<file path="config.mk">
export PLATFORM = sky130hd
export DESIGN_NAME = mofn_sort_net
export DESIGN_NICKNAME = d
export VERILOG_FILES = /design/src/rtl/mofn_pkg.sv /design/src/rtl/mofn_cx_cell.sv /design/src/rtl/mofn_sort_net.sv
export SDC_FILE = /design/constraint.sdc
export NUM_CORES = 1
export LEC_CHECK = 0
export BUFFER_PORTS_ARGS = -buffer_cell sky130_fd_sc_hd__buf_2
export CORE_AREA = 5 5 42 44
export DETAILED_ROUTE_END_ITERATION = 12
export DIE_AREA = 0 0 47 49
export PLACE_DENSITY = 0.38
export REMOVE_ABC_BUFFERS = 1
export SYNTH_ARGS = -nofsm -noshare
export SYNTH_HDL_FRONTEND = slang
export SYNTH_SLANG_ARGS = --single-unit
</file>
<file path="constraint.sdc">
create_clock -name vclk -period 0.92
set_input_delay 0 -clock vclk [all_inputs]
set_output_delay 0 -clock vclk [all_outputs]
set_load 0.01 [all_outputs]
</file>
<file path="src/rtl/mofn_pkg.sv">
package mofn_pkg;

    // Flag pair carried through the datapath
    typedef struct packed {
        logic done;  // at least M rails high
        logic err;   // more than M rails high
    } chk_flags_t;

    localparam chk_flags_t FLAGS_IDLE = '{done: 1'b0, err: 1'b0};

    // Odd-even transposition: in stage s a cell starts at lane i when
    // i has the same parity as s and a lower neighbour lane exists.
    function automatic bit cell_leads(int stage, int lane, int width);
        return ((lane % 2) == (stage % 2)) && (lane + 1 < width);
    endfunction

    // Lane i is the low output of a cell started at lane i-1.
    function automatic bit cell_tails(int stage, int lane, int width);
        return (lane > 0) && cell_leads(stage, lane - 1, width);
    endfunction

endpackage

</file>
<file path="src/rtl/mofn_cx_cell.sv">
module mofn_cx_cell (
    input  logic a,
    input  logic b,
    output logic hi,
    output logic lo
);
    // Binary compare-exchange: maximum is OR, minimum is AND
    assign hi = a | b;
    assign lo = a & b;
endmodule

</file>
<file path="src/rtl/mofn_sort_net.sv">
module mofn_sort_net #(
    parameter int W = 6
) (
    input  logic [W-1:0] din,
    output logic [W-1:0] dout   // ones gathered at low indices (top)
);
    import mofn_pkg::*;

    localparam int STAGES = W;

    logic [W-1:0] lvl [STAGES+1];

    assign lvl[0] = din;

    for (genvar s = 0; s < STAGES; s++) begin : g_stage
        for (genvar i = 0; i < W; i++) begin : g_lane
            if (cell_leads(s, i, W)) begin : g_cell
                mofn_cx_cell u_cx (
                    .a  (lvl[s][i]),
                    .b  (lvl[s][i+1]),
                    .hi (lvl[s+1][i]),
                    .lo (lvl[s+1][i+1])
                );
            end else if (!cell_tails(s, i, W)) begin : g_pass
                assign lvl[s+1][i] = lvl[s][i];
            end
        end
    end

    assign dout = lvl[STAGES];
endmodule

</file>
### Yosys cells after proc, flatten, opt, wreduce, memory -nomap -nowiden

Cells that the tools add are included.

* bits of input ports: 6
* logic and storage cells: 30
* output and inout bits: 6
* register bits after elaboration: 0

* bitwise gates (word level): 30

Operators with widths (number)
* $and 1x1->1: 15
* $or 1x1->1: 15

### Longest topological paths before layout

* depth in word-level cells: 6
* depth in mapped cells: 4
* mapped depth without buffers: 3

### Hierarchy

Synthesis repeated with hierarchy kept, for this count alone.

* cell total of the unflattened synthesis: 36
* area total of the unflattened synthesis: 251.5 µm²

By module, submodules not included
* mofn_cx_cell: seq. area each 0.0 µm², instances 15, cells an instance 2, area an instance 13.8 µm²
* mofn_sort_net: seq. area each 0.0 µm², instances 1, cells an instance 6, area an instance 45.0 µm²

### Worst setup path after synthesis

OpenSTA, ideal clock, no wires.

* path type: input to output
* start point: in din[3]
* end point: out dout[0]
* data required time: 920 ps
* arrival: 970 ps
* stages: 3
* path slack: -50 ps
* cells stage by stage: or4_4 > or3_1 > buf_4

* cells in the longest elaborated chain, start to end: 5
* elaborated cells between the ends (all ways): 10

RTL lines
* start, declared: RTL line mofn_sort_net.sv:4 `input logic [W-1:0] din,`
* $or 1x1->1 / $and 1x1->1 (equally long branches) (2 in a row): RTL line mofn_cx_cell.sv:8, mofn_cx_cell.sv:9
* $and 1x1->1 / $or 1x1->1 (equally long branches): RTL line mofn_cx_cell.sv:9, mofn_cx_cell.sv:8
* $or 1x1->1: RTL line mofn_cx_cell.sv:8 `assign hi = a | b;`
* $or 1x1->1 (*): RTL line mofn_cx_cell.sv:8
* end, declared: RTL line mofn_sort_net.sv:5 `output logic [W-1:0] dout`

Every way passes the cells marked *; elsewhere a longest branch is shown, timed or not.

### Worst setup path after layout

Ends and elaborated chain as after synthesis.

==> impl_metrics.json <==
{
  "hp-class": "input pin to output port",
  "switching_share_pct": 46.72,
  "cap_viol_max_count": 0,
  "arrival_ps": 1070,
  "synth_top_cell_by_area": "buf_4",
  "worst_pin_slew_ps": 198.9,
  "crit_family": "simple AND/OR/NAND/NOR gates",
  "netSwitchingPower_w": 0.00008227,
  "wl_um": 613,
  "synth-compound-area-share_pct": 42.66,
  "die_w_um": 47,
  "register_area_um2": 0,
  "num-clock-buffers": 0,
  "post-dp-hpwl_um": 438.5,
  "grt_pass1_vias": 219,
  "core_area_um2": 1401,
  "num_rows": 14,
  "vias": 256,
  "dp.cells": 55,
  "post-synth-top-count-cell": "buf_4",
  "status": "complete, but fails checks",
  "die_h_um": 49,
  "ir_drop_mv": 0.2294,
  "drt_iter0_markers": 2,
  "dieArea_um2": 2303,
  "track_usage_pct": 5.193,
  "viasPerCell": 4.414,
  "wl_per_cell_um": 10.57,
  "max_freq_mhz": 934.8,
  "io_pins": 12,
  "stdcell_count": 58,
  "p_leak_nw": 0.1600,
  "ys_seq_area_share_pct": 0,
  "placement.io_buffers": 12,
  "synth_top_family_by_area": "compound AO/OA/AOI/OAI gates",
  "fin_setup_tns_ps": -465.0,
  "crit_path_start_kind": "input pin",
  "p_seq_share_pct": 0,
  "violations": "negative setup slack",
  "layout_setup_ws_ps": -149.7,
  "post_dp_cell_area_um2": 259.0,
  "setup_viol": 4,
  "yosys.area_share.xor_xnor_pct": 0,
  "seq_cells": 0,
  "grt_setup_unrepaired": "yes",
  "relSlewSlack_pct": 86.74,
  "clkPwrFrac_pct": 0,
  "cp-end-kind": "output port",
  "min_period_over_period_pct": 116.3,
  "fin_area_um2": 367.9,
  "final_nets": 50,
  "synth_mux_area_share_pct": 0,
  "synth_cells": 27,
  "hold_viol_final": 0,
  "synth_area_um2": 178.9,
  "comb_power_share_pct": 100.0,
  "critical_path_buf_inv_count": 2,
  "final_antenna_net_count": 0,
  "crit_chain": "buf_6 > or4_4 > or3_1 > buf_2",
  "synth-simple-area-share_pct": 24.48,
  "drv_slew": 0,
  "syn_area_per_cell_um2": 6.627,
  "firstDrtPassIters": 2,
  "ys_warn_count": 0,
  "grt_first_pass_wirelength_um": 952,
  "cp_max_fo": 2,
  "antenna_cells": 0,
  "synth.area.top_cells": "buf_4 (25%), a31oi_1 (7.0%), o2111a_1 (6.3%)",
  "critPathRequiredTime_ps": 920,
  "crit_slowest_cell": "or4_4",
  "synthAdderAreaFrac_pct": 5.594,
  "holdWs_ps": 303.0,
  "synth_top_area_share_pct": 25.17,
  "antenna_found_initial": 0,
  "intPower_w": 0.00009384,
  "power_density_nw_per_um2": 478.8,
  "gp_congestion": 0.6750,
  "slowest_delay_ps": 530,
  "grt_overflow_total": 0,
  "drc": 0,
  "drive_gt1_share_pct": 73.81,
  "synth_cell_types": 17,
  "initial_core_util_pct": 12.77,
  "finalCriticalPeriod_ps": 1070,
  "final_core_util_pct": 26.25,
  "area_growth_pct": 105.6,
  "grt_max_degree": 7,
  "path_class": "input pin to output port"
}
==> layout make-up <==
type	instances	area, um2
timing repair buffer	21	156.4
fill	167	1033
tap	16	20.02
inverter	1	3.754
multi-input combinational	20	187.7
==> routing by layer <==
layer  track usage (%)  share of wire (%)  up-vias  wire length (um)
met4                 0                  0        0                 0
met3                 0                9.3        0                57
met5                 0                  0        -                 0
met1             8.478                 46      114               283
met2             7.919                 45       10               273
li1                  -                  -      132                 -
==> cells by family (layout without fill, tap and decap cells) <==
family,count (synthesis),count (layout)
compound gates,11,11
fa+ha+maj,1,1
buf+inv,7,22
simple gates,8,8
==> through the flow <==
stage                 power, W  setup WS (ps)
floorplan           0.00004888          35.55
global placement     0.0001188         -213.7
detailed placement   0.0001177         -190.3
CTS                  0.0001449         -177.7
global route         0.0001905         -186.2
finish               0.0001761         -149.7
==> worst min-delay path, cell delays in order <==
cell	delay [ps]
buf_2	90
or3_1	90
buf_2	120
==> power groups by stage <==
stage	clock network, W	logic [W]	registers [W]
after floorplan	0	0.0000489	0
after global placement	0	0.000119	0
after detailed placement	0	0.000118	0
after CTS	0	0.000145	0
after global routing	0	0.000191	0
final	0	0.000176	0
==> final timing paths <==
check,from,end,cells after the start
worst max-delay path,din[3],dout[0],4
worst min-delay path,din[1],dout[0],3
==> timing repair <==
action / CTS / global route
gates resized for setup: 11 / 10
pin swaps: 5 / 4
cloned: 0 / 0
setup endpoints to repair: 5 / 5
hold buffers: 0 / 0
setup buffers: 1 / 2
hold endpoints to repair: 0 / 0
==> cell usage in the layout, fill, tap and decap left out <==
master    netlist  final
nor2_1          2      1
a31oi_1         2      1
o21ai_2         0      2
o31ai_4         0      1
nand3_1         1      1
or4_4           1      1
or3_1           1      1
o2111a_1        1      1
a21oi_2         0      2
buf_2           0      8
a31oi_4         0      1
o211ai_1        1      1
o21bai_1        1      1
buf_6           0      5
inv_1           1      1
maj3_4          0      1
and3_1          1      1
nor2_2          0      1
buf_4           6      8
o31a_4          0      1
nand2_1         2      2
Power figures use the tool's default switching activity.
